<file path="src/rtl/apbuart_pkg.sv">
package apbuart_pkg;
  localparam logic [11:0] OFS_DATA  = 12'h000;
  localparam logic [11:0] OFS_STAT  = 12'h004;
  localparam logic [11:0] OFS_CTRL  = 12'h008;
  localparam logic [11:0] OFS_INTS  = 12'h00C;
  localparam logic [11:0] OFS_BAUD  = 12'h010;
  localparam logic [11:0] OFS_ID_LO = 12'hFD0;
  localparam logic [11:0] OFS_ID_HI = 12'hFFC;

  // control bit positions
  localparam int CB_TXEN  = 0;
  localparam int CB_RXEN  = 1;
  localparam int CB_TXIE  = 2;
  localparam int CB_RXIE  = 3;
  localparam int CB_TXOIE = 4;
  localparam int CB_RXOIE = 5;

  // identification bytes, indexed by (offset - OFS_ID_LO) / 4
  function automatic logic [7:0] id_byte(input logic [3:0] idx);
    case (idx)
      4'd0:    id_byte = 8'h04;
      4'd4:    id_byte = 8'h21;
      4'd5:    id_byte = 8'hB8;
      4'd6:    id_byte = 8'h1B;
      4'd8:    id_byte = 8'h0D;
      4'd9:    id_byte = 8'hF0;
      4'd10:   id_byte = 8'h05;
      4'd11:   id_byte = 8'hB1;
      default: id_byte = 8'h00;
    endcase
  endfunction
endpackage

</file>
<file path="src/rtl/apbuart_tx.sv">
module apbuart_tx #(
  parameter int BYTE_W = 8
) (
  input  logic              clk,
  input  logic              rst,
  input  logic              load,
  input  logic [BYTE_W-1:0] din,
  input  logic              ovr_clr,
  input  logic              en,
  input  logic              done,
  output logic [BYTE_W-1:0] dout,
  output logic              valid,
  output logic              full,
  output logic              ovr,
  output logic              fin
);
  logic [BYTE_W-1:0] hold_q;

  assign valid = full & en;
  assign fin   = valid & done;
  assign dout  = hold_q;

  always_ff @(posedge clk) begin
    if (rst) begin
      hold_q <= '0;
      full   <= 1'b0;
      ovr    <= 1'b0;
    end else begin
      if (load) hold_q <= din;
      full <= load | (full & ~fin);
      if (load & full & ~fin) ovr <= 1'b1;
      else if (ovr_clr)       ovr <= 1'b0;
    end
  end
endmodule

</file>
<file path="src/rtl/apbuart_rx.sv">
module apbuart_rx #(
  parameter int BYTE_W = 8
) (
  input  logic              clk,
  input  logic              rst,
  input  logic              en,
  input  logic              in_valid,
  input  logic [BYTE_W-1:0] in_data,
  input  logic              take,
  input  logic              ovr_clr,
  output logic              ready,
  output logic [BYTE_W-1:0] dout,
  output logic              full,
  output logic              ovr,
  output logic              got
);
  logic [BYTE_W-1:0] hold_q;

  assign ready = en;
  assign got   = in_valid & en;
  assign dout  = hold_q;

  always_ff @(posedge clk) begin
    if (rst) begin
      hold_q <= '0;
      full   <= 1'b0;
      ovr    <= 1'b0;
    end else begin
      if (got) hold_q <= in_data;
      full <= got | (full & ~take);
      if (got & full & ~take) ovr <= 1'b1;
      else if (ovr_clr)       ovr <= 1'b0;
    end
  end
endmodule

</file>
<file path="src/rtl/apbuart_irq.sv">
module apbuart_irq #(
  parameter int NLAT = 2
) (
  input  logic            clk,
  input  logic            rst,
  input  logic [NLAT-1:0] set,
  input  logic [NLAT-1:0] clr,
  input  logic [NLAT-1:0] ovr,
  input  logic [NLAT-1:0] ovr_en,
  output logic [2*NLAT-1:0] stat,
  output logic            irq_tx,
  output logic            irq_rx,
  output logic            irq_txo,
  output logic            irq_rxo,
  output logic            irq_any
);
  logic [NLAT-1:0] lat_q;

  for (genvar i = 0; i < NLAT; i++) begin : g_lat
    always_ff @(posedge clk) begin
      if (rst)         lat_q[i] <= 1'b0;
      else if (set[i]) lat_q[i] <= 1'b1;
      else if (clr[i]) lat_q[i] <= 1'b0;
    end
  end

  assign stat    = {ovr & ovr_en, lat_q};
  assign irq_tx  = stat[0];
  assign irq_rx  = stat[1];
  assign irq_txo = stat[2];
  assign irq_rxo = stat[3];
  assign irq_any = |stat;
endmodule

</file>
<file path="src/rtl/apbuart_ctrl.sv">
module apbuart_ctrl #(
  parameter int ADDR_W  = 12,
  parameter int PDATA_W = 32,
  parameter int BYTE_W  = 8,
  parameter int CTRL_W  = 7,
  parameter int DIV_W   = 20,
  parameter int DIV_MIN = 16
) (
  input  logic               clk,
  input  logic               rst,
  input  logic               psel,
  input  logic               penable,
  input  logic               pwrite,
  input  logic [ADDR_W-1:0]  paddr,
  input  logic [PDATA_W-1:0] pwdata,
  output logic [PDATA_W-1:0] prdata,
  output logic               pready,
  output logic               pslverr,
  output logic [BYTE_W-1:0]  tx_data,
  output logic               tx_valid,
  input  logic               tx_done,
  input  logic [BYTE_W-1:0]  rx_data,
  input  logic               rx_valid,
  output logic               rx_ready,
  output logic [DIV_W-1:0]   baud_div,
  output logic               baud_ok,
  output logic               irq_tx,
  output logic               irq_rx,
  output logic               irq_txo,
  output logic               irq_rxo,
  output logic               irq_any
);
  import apbuart_pkg::*;

  localparam int NSTAT = 4;

  logic acc, wr, rd;
  logic hit_data, hit_stat, hit_ctrl, hit_ints, hit_baud, hit_id;
  logic [ADDR_W-1:0] id_ofs;
  logic [CTRL_W-1:0] ctrl_q;
  logic [DIV_W-1:0]  div_q;
  logic tx_full, tx_ovr, tx_fin, rx_full, rx_ovr, rx_got;
  logic [BYTE_W-1:0] rx_byte;
  logic [NSTAT-1:0]  status, int_stat;
  logic tx_ovr_clr, rx_ovr_clr;

  assign acc = psel & penable;
  assign wr  = acc & pwrite;
  assign rd  = acc & ~pwrite;

  assign hit_data = paddr == ADDR_W'(OFS_DATA);
  assign hit_stat = paddr == ADDR_W'(OFS_STAT);
  assign hit_ctrl = paddr == ADDR_W'(OFS_CTRL);
  assign hit_ints = paddr == ADDR_W'(OFS_INTS);
  assign hit_baud = paddr == ADDR_W'(OFS_BAUD);
  assign hit_id   = (paddr >= ADDR_W'(OFS_ID_LO)) && (paddr <= ADDR_W'(OFS_ID_HI))
                    && (paddr[1:0] == 2'b00);
  assign id_ofs   = paddr - ADDR_W'(OFS_ID_LO);

  assign pready  = 1'b1;
  assign pslverr = 1'b0;

  always_ff @(posedge clk) begin
    if (rst) begin
      ctrl_q <= '0;
      div_q  <= '0;
    end else begin
      if (wr && hit_ctrl) ctrl_q <= pwdata[CTRL_W-1:0];
      if (wr && hit_baud) div_q  <= pwdata[DIV_W-1:0];
    end
  end

  assign tx_ovr_clr = wr & (hit_stat | hit_ints) & pwdata[2];
  assign rx_ovr_clr = wr & (hit_stat | hit_ints) & pwdata[3];

  apbuart_tx #(.BYTE_W(BYTE_W)) u_tx (
    .clk(clk), .rst(rst),
    .load(wr & hit_data), .din(pwdata[BYTE_W-1:0]),
    .ovr_clr(tx_ovr_clr), .en(ctrl_q[CB_TXEN]), .done(tx_done),
    .dout(tx_data), .valid(tx_valid), .full(tx_full), .ovr(tx_ovr), .fin(tx_fin)
  );

  apbuart_rx #(.BYTE_W(BYTE_W)) u_rx (
    .clk(clk), .rst(rst),
    .en(ctrl_q[CB_RXEN]), .in_valid(rx_valid), .in_data(rx_data),
    .take(rd & hit_data), .ovr_clr(rx_ovr_clr),
    .ready(rx_ready), .dout(rx_byte), .full(rx_full), .ovr(rx_ovr), .got(rx_got)
  );

  apbuart_irq #(.NLAT(2)) u_irq (
    .clk(clk), .rst(rst),
    .set({rx_got & ctrl_q[CB_RXIE], tx_fin & ctrl_q[CB_TXIE]}),
    .clr({wr & hit_ints & pwdata[1], wr & hit_ints & pwdata[0]}),
    .ovr({rx_ovr, tx_ovr}),
    .ovr_en({ctrl_q[CB_RXOIE], ctrl_q[CB_TXOIE]}),
    .stat(int_stat),
    .irq_tx(irq_tx), .irq_rx(irq_rx), .irq_txo(irq_txo), .irq_rxo(irq_rxo),
    .irq_any(irq_any)
  );

  assign status   = {rx_ovr, tx_ovr, rx_full, tx_full};
  assign baud_div = div_q;
  assign baud_ok  = div_q >= DIV_W'(DIV_MIN);

  always_comb begin
    prdata = '0;
    if (hit_data)      prdata = PDATA_W'(rx_byte);
    else if (hit_stat) prdata = PDATA_W'(status);
    else if (hit_ctrl) prdata = PDATA_W'(ctrl_q);
    else if (hit_ints) prdata = PDATA_W'(int_stat);
    else if (hit_baud) prdata = PDATA_W'(div_q);
    else if (hit_id)   prdata = PDATA_W'(id_byte(id_ofs[5:2]));
  end
endmodule

</file>
<file path="config.mk">
export PLATFORM = sky130hd
export DESIGN_NAME = apbuart_ctrl
export DESIGN_NICKNAME = d
export VERILOG_FILES = /design/src/rtl/apbuart_pkg.sv /design/src/rtl/apbuart_tx.sv /design/src/rtl/apbuart_rx.sv /design/src/rtl/apbuart_irq.sv /design/src/rtl/apbuart_ctrl.sv
export SDC_FILE = /design/constraint.sdc
export NUM_CORES = 1
export LEC_CHECK = 0
export BUFFER_PORTS_ARGS = -buffer_cell sky130_fd_sc_hd__buf_2
export CAP_MARGIN = 40
export CORE_MARGIN = 2
export CORE_UTILIZATION = 40
export CTS_CLUSTER_DIAMETER = 50
export CTS_CLUSTER_SIZE = 20
export DETAILED_ROUTE_END_ITERATION = 8
export GPL_TIMING_DRIVEN = 1
export PLACE_DENSITY = 0.79
export SYNTH_ARGS = -nofsm -noshare
export SYNTH_HDL_FRONTEND = slang
export SYNTH_HIERARCHICAL = 1
export SYNTH_SLANG_ARGS = --single-unit
</file>
<file path="constraint.sdc">
create_clock -name clk -period 2.1 [get_ports clk]
set_clock_uncertainty 0.05 [all_clocks]
set_input_delay 0.42 -clock clk [delete_from_list [all_inputs] [get_ports clk]]
set_output_delay 0.42 -clock clk [all_outputs]
set_load 0.02 [all_outputs]
</file>
==> qor.csv, run 1 <==
metric,value,unit
start_kind,input pin,
synth-edff-count,0,
leakagePower,0.00210,uW
critical-path-max-stage-delay,0.27,ns
antenna_found_initial,0,
slew-limit-headroom,0.625,
dieArea,8110,um2
finalSetupViolCount,19,
crit_top_cell,buf_6,
hold_end,baud_div[18]$_SDFFE_PP0P_,
violations,setup timing,
hold_start,pwdata[18],
dp.cells,538,
hold_buffers,0,
p_per_area,417,nW/um2
dp_slack,-0.253,ns
grt_start_max_net_pins,32,
most-common-layout-cells,"buf_2, dfxtp_1, buf_4",
core,7210,um2
fp.dieH,90.0,um
syn_area_per_cell,8.79,um2
fin_cells,561,
grt_overflow,0,
reg2reg_from,ctrl_q[1]$_SDFFE_PP0P_,
fin_crit_sh,1.05,
hold_class,in2reg,
dr.pass1.iters,5,
fp-row-count,31,
cap_violations,0,
synthFlopType,dfxtp_1,
tightestPinTransition,0.563,ns
placed_cell_area,3640,um2
drtIter0Drc,115,
fmax,0.453,GHz
reg2reg_to,u_irq/irq_rx$_SDFFE_PP0P_,
grt_pass1_vias,2876,
arrival,1.74,ns
worst-r2r-setup-slack,0.97,ns
async_flop_share,0,
synth_cell_types,49,
cts_tree,yes,
syn_inst,337,
drc,0,
htree_num_levels,2,
ir_drop,362,uV
yosysSeqAreaShare,0.331,
numPortBuffers,102,
r2r_cells,6,
synth_compound_area_frac,0.161,
worstSetupEndpointType,primary output,
finish.net_count,529,
cts_buffer_depth,2,
routed_wl,8910,um
cts.sinks,49,
fin_crit,2.21,ns
power,1780,uW
syn_area,2960,um2
muxShareOfSynthArea,0.118,
ant_nets,0,
yosys.area.top_type_share,0.331,
yosys.area_share.simple,0.245,
grt_pass1_wl,14100,um
status,"complete, but fails checks",
synth-seq-cells,49,
rsz0062_at_grt,true,
critPathKind,in2out,
grt_usage,0.210,
num_vias,2962,
die_w,90.0,um
hold_viol,0,
place_congestion,0.958,
cts_root_buf,clkbuf_8,
setup_ws,-0.110,ns
numCtsBuffers,5,
synth_top_family_by_area,simple AND/OR/NAND/NOR gates,
ys.warnings.count,6,
worstSkewPairLatency,0.29,ns
crit_path_cell_trace,"buf_6, nor4_4, buf_6, and2_4, buf_4, and3_4, and2_2, buf_6",
dp_hpwl,6070,um
via_per_inst,5.28,
final_common_cell,buf_2,
num-fill-cells,619,
area_delta_synth_final,43.9,%
cp_max_fo,6,
final_area,4260,um2
drive_gt1_frac,0.468,
synthAdderAreaFrac,0.0338,
n_antenna_cell,0,
required,1.63,ns
slew_viol_final,0,
cpMaxStageDelayCell,nor4_4,
synth_top_cells_by_area,"dfxtp_1, mux2i_1, nor2_1, buf_4, and2_1",
whs_path_depth,3,
critPathLaunch,paddr[7],
setup_tns,-1.56,ns
io_pins,129,
synthXorXnorAreaFrac,0,
yosys.area.top_type,dfxtp_1,
cts.reportedPaths.clkPinSlew,0.09,ns
wire_per_inst,15.9,um
start_util,0.411,
==> metrics by stage <==
step	utilization	hold slack, ns
after detailed placement	0.505	0.432
final	0.591	0.303
after global placement	0.505	0.421
after global routing	0.591	0.308
after CTS	0.575	0.297
after floorplan	-	0.413
==> registers in the layout, indices dropped and copies added (netlist names) <==
register,flops
baud_div,20
ctrl_q,7
u_irq/irq_rx,1
u_irq/irq_tx,1
u_rx/dout,8
u_rx/full,1
u_rx/ovr,1
u_tx/dout,8
u_tx/full,1
u_tx/ovr,1
==> layout make-up <==
cell class / instances / area [um2] / area share
tap: 99 / 124 / 0.0291
multi-input combinational: 249 / 1940 / 0.455
sequential: 49 / 981 / 0.230
clock inverter: 1 / 7.51 / 0.00176
timing repair buffer: 146 / 1070 / 0.251
inverter: 11 / 58.8 / 0.0138
clock buffer: 6 / 82.6 / 0.0194
==> how the worst max path moves through the flow <==
stage / endpoint / slack, ns / cells past startpoint
after global routing: prdata[2] / -0.18 / 8
after detailed placement: prdata[14] / -0.25 / 6
after floorplan: prdata[2] / -0.04 / 7
final: prdata[14] / -0.11 / 8
after global placement: prdata[0] / -0.23 / 9
after CTS: prdata[2] / -0.07 / 9
==> critical path: cells and delay by family <==
kind	cells	cell delay (ns)
buffers and inverters	4	0.51
and+or+nand+nor	4	0.81
==> synthesized netlist by cell type, types with 2 or more instances <==
cell type,number
dfxtp_1,49
nor2_1,39
mux2i_1,35
a21oi_1,20
and2_1,19
buf_4,19
nand3_1,16
inv_1,10
a21bo_2,9
clkbuf_1,9
a22o_1,8
ha_1,8
nand2b_1,8
buf_2,6
nand2_1,6
nand4_1,6
o21ai_0,6
a32oi_1,5
and3_1,5
buf_6,4
nor2b_1,4
nor4_1,4
a31oi_1,3
and4_1,3
buf_1,3
o211ai_1,3
o21ai_1,3
conb_1,2
nand3b_1,2
nor3_1,2
nor4_4,2
o2111a_1,2
==> cells by family after synthesis <==
family                   Yosys count
other                              2
adder cells (fa/ha/maj)            8
buffers and inverters             53
AO/OA/AOI/OAI                     66
AND/OR/NAND/NOR                  124
flip-flops                        49
multiplexers                      35
==> routing by layer <==
layer	global-route usage	vias up	wire [um]
met2	0.368	124	4490
li1	-	1417	-
met4	0.0731	0	219
met1	0.265	1400	3720
met5	0	-	0
met3	0.0268	21	481
==> power by group <==
part / total, uW / internal [uW] / switching (uW)
registers: 928 / 928 / 0.0212
clock network: 561 / 261 / 300
logic: 291 / 132 / 159
==> timing repair <==
action,CTS,global route
cloned,1,1
pin swaps,21,10
setup endpoints to repair,20,20
setup buffers,9,5
gates resized for setup,97,23
Note: power is estimated with default switching activity, not from simulation.
==> inputs of run 2 (changes only) <==
Settings changed: ABC_AREA set to 1.
==> qor.csv, run 2 <==
metric,value,unit
status,"complete, but fails checks",
violations,setup timing,
fp-row-count,31,
n_antenna_cell,0,
arrival,1.88,ns
fmax,0.426,GHz
htree_num_levels,2,
crit_cells,11,
syn_area,2980,um2
final_common_cell,nand2_1,
wire_per_inst,13.5,um
rsz0062_at_grt,true,
seqPwrFrac,0.508,
start_kind,input pin,
synth-seq-cells,49,
pwr-share-clk,0.375,
hold_class,in2reg,
cap_violations,0,
critical-path-max-stage-delay,0.26,ns
yosys.area.top_type,dfxtp_1,
cts_tree,yes,
die_w,90.3,um
hold_end,u_irq/irq_rx$_SDFFE_PP0P_,
drc,0,
slew_viol_final,0,
combPwrFrac,0.117,
worstSkewPairLatency,0.30,ns
crit_buf_inv,3,
worstSetupEndpointType,primary output,
cts_root_buf,clkbuf_8,
via_per_inst,4.83,
hold_start,rst,
reg2reg_from,ctrl_q[1]$_SDFFE_PP0P_,
cpMaxStageDelayCell,nor3_1,
start_util,0.413,
power,1830,uW
power_switching,456,uW
cts.sinks,49,
syn_area_per_cell,6.80,um2
yosys.area.top_type_share,0.329,
synth-edff-count,0,
num_vias,3204,
utilization,0.584,
reg2reg_to,u_irq/irq_rx$_SDFFE_PP0P_,
largest_reg_flops,20,
required,1.63,ns
grt_pass1_vias,3025,
fin_crit_sh,1.12,
synth_cell_types,34,
io_pins,129,
grt_usage,0.210,
drtIter0Drc,284,
cp_max_fo,5,
numPortBuffers,102,
intPower,1370,uW
leakagePower,0.00204,uW
fin_crit,2.35,ns
swShare,0.250,
grt_overflow,0,
regArea,981,um2
worst-r2r-setup-slack,1.00,ns
drive_gt1_frac,0.384,
core,7210,um2
dp_hpwl,6200,um
cp_top_family,simple AND/OR/NAND/NOR gates,
place_congestion,0.901,
fin_cells,664,
synthTopCellsByCount,"nand2_1, nor2_1, inv_1",
r2r_cells,6,
ant_nets,0,
finish.net_count,631,
grt_pass1_wl,14200,um
whs_path_depth,2,
critPathKind,in2out,
crit_path_cell_trace,"buf_6, buf_4, ha_1, nor3_1, nor2_1, o21ai_1, nand2_1, nand2_1, nand2_2, a21oi_2, buf_4",
setup_ws,-0.246,ns
synthFlopType,dfxtp_1,
numCtsBuffers,5,
yosysMostFrequentCell,nand2_1,
ir_drop,369,uV
antenna_found_initial,0,
hold_viol,0,
dieArea,8150,um2
cts_buffer_depth,2,
synth_top_cells_by_area,"dfxtp_1, nand2_1, nor2_1, inv_1, buf_4",
num-fill-cells,667,
dr.pass1.iters,5,
dp.cells,644,
ys.warnings.count,6,
whs,0.244,ns
async_flop_share,0,
routed_wl,8950,um
grt_start_max_net_pins,41,
fp.dieH,90.3,um
area_delta_synth_final,41.4,%
syn_inst,438,
cts.reportedPaths.clkPinSlew,0.09,ns
multi_input_area,1790,um2
p_per_area,434,nW/um2
most-common-layout-cells,"nand2_1, buf_2, nor2_1",
finalSetupViolCount,20,
yosysSeqAreaShare,0.329,
dp_slack,-0.337,ns
-- run 2: final cells by class --
cell class | count | share of cell area
Tap cell | 99 | 0.0294
Clock buffer | 5 | 0.0163
Timing Repair Buffer | 136 | 0.220
Multi-Input combinational cell | 303 | 0.424
Clock inverter | 3 | 0.0104
Inverter | 69 | 0.0665
Sequential cell | 49 | 0.233
-- run 2: logic make-up (layout without fill, tap and decap cells) --
kind of cell / Yosys count / after routing / share of synthesized area
simple gates: 199 / 202 / 0.287
buf+inv: 101 / 213 / 0.172
compound gates: 79 / 79 / 0.176
flops: 49 / 49 / 0.329
fa+ha+maj: 8 / 8 / 0.0336
other cells: 2 / 14 / 0.00252
-- run 2: power groups by stage --
stage	sequential [uW]	combinational [uW]	clock, uW
after CTS	928	201	696
after floorplan	950	106	0
after detailed placement	950	171	0
final	928	213	686
after global routing	929	231	739
after global placement	950	167	0
-- run 2: routing by layer --
metal,wire (um),GRT usage
met5,0,0
met4,243,0.0641
met3,407,0.0275
met2,4520,0.381
met1,3780,0.257
-- run 2: through the flow --
step                      setup TNS, ns  area (um2)
after floorplan                  -0.580        3050
after CTS                         -1.09        4010
after detailed placement          -5.63        3640
after global placement            -5.13        3640
final                             -2.71        4210
after global routing              -4.27        4210
-- run 2: worst max path at each step --
stage	from	to
after floorplan	paddr[2]	prdata[11]
after global placement	paddr[5]	prdata[13]
after detailed placement	paddr[2]	prdata[8]
after CTS	paddr[5]	prdata[0]
after global routing	paddr[2]	prdata[0]
final	paddr[2]	prdata[0]
-- run 2: repair_timing --
item,CTS,global route
resized for setup,62,52
pin swaps,19,16
buffers inserted,5,4
cloned,3,0
hold buffers,0,0
setup endpoints to repair,20,20
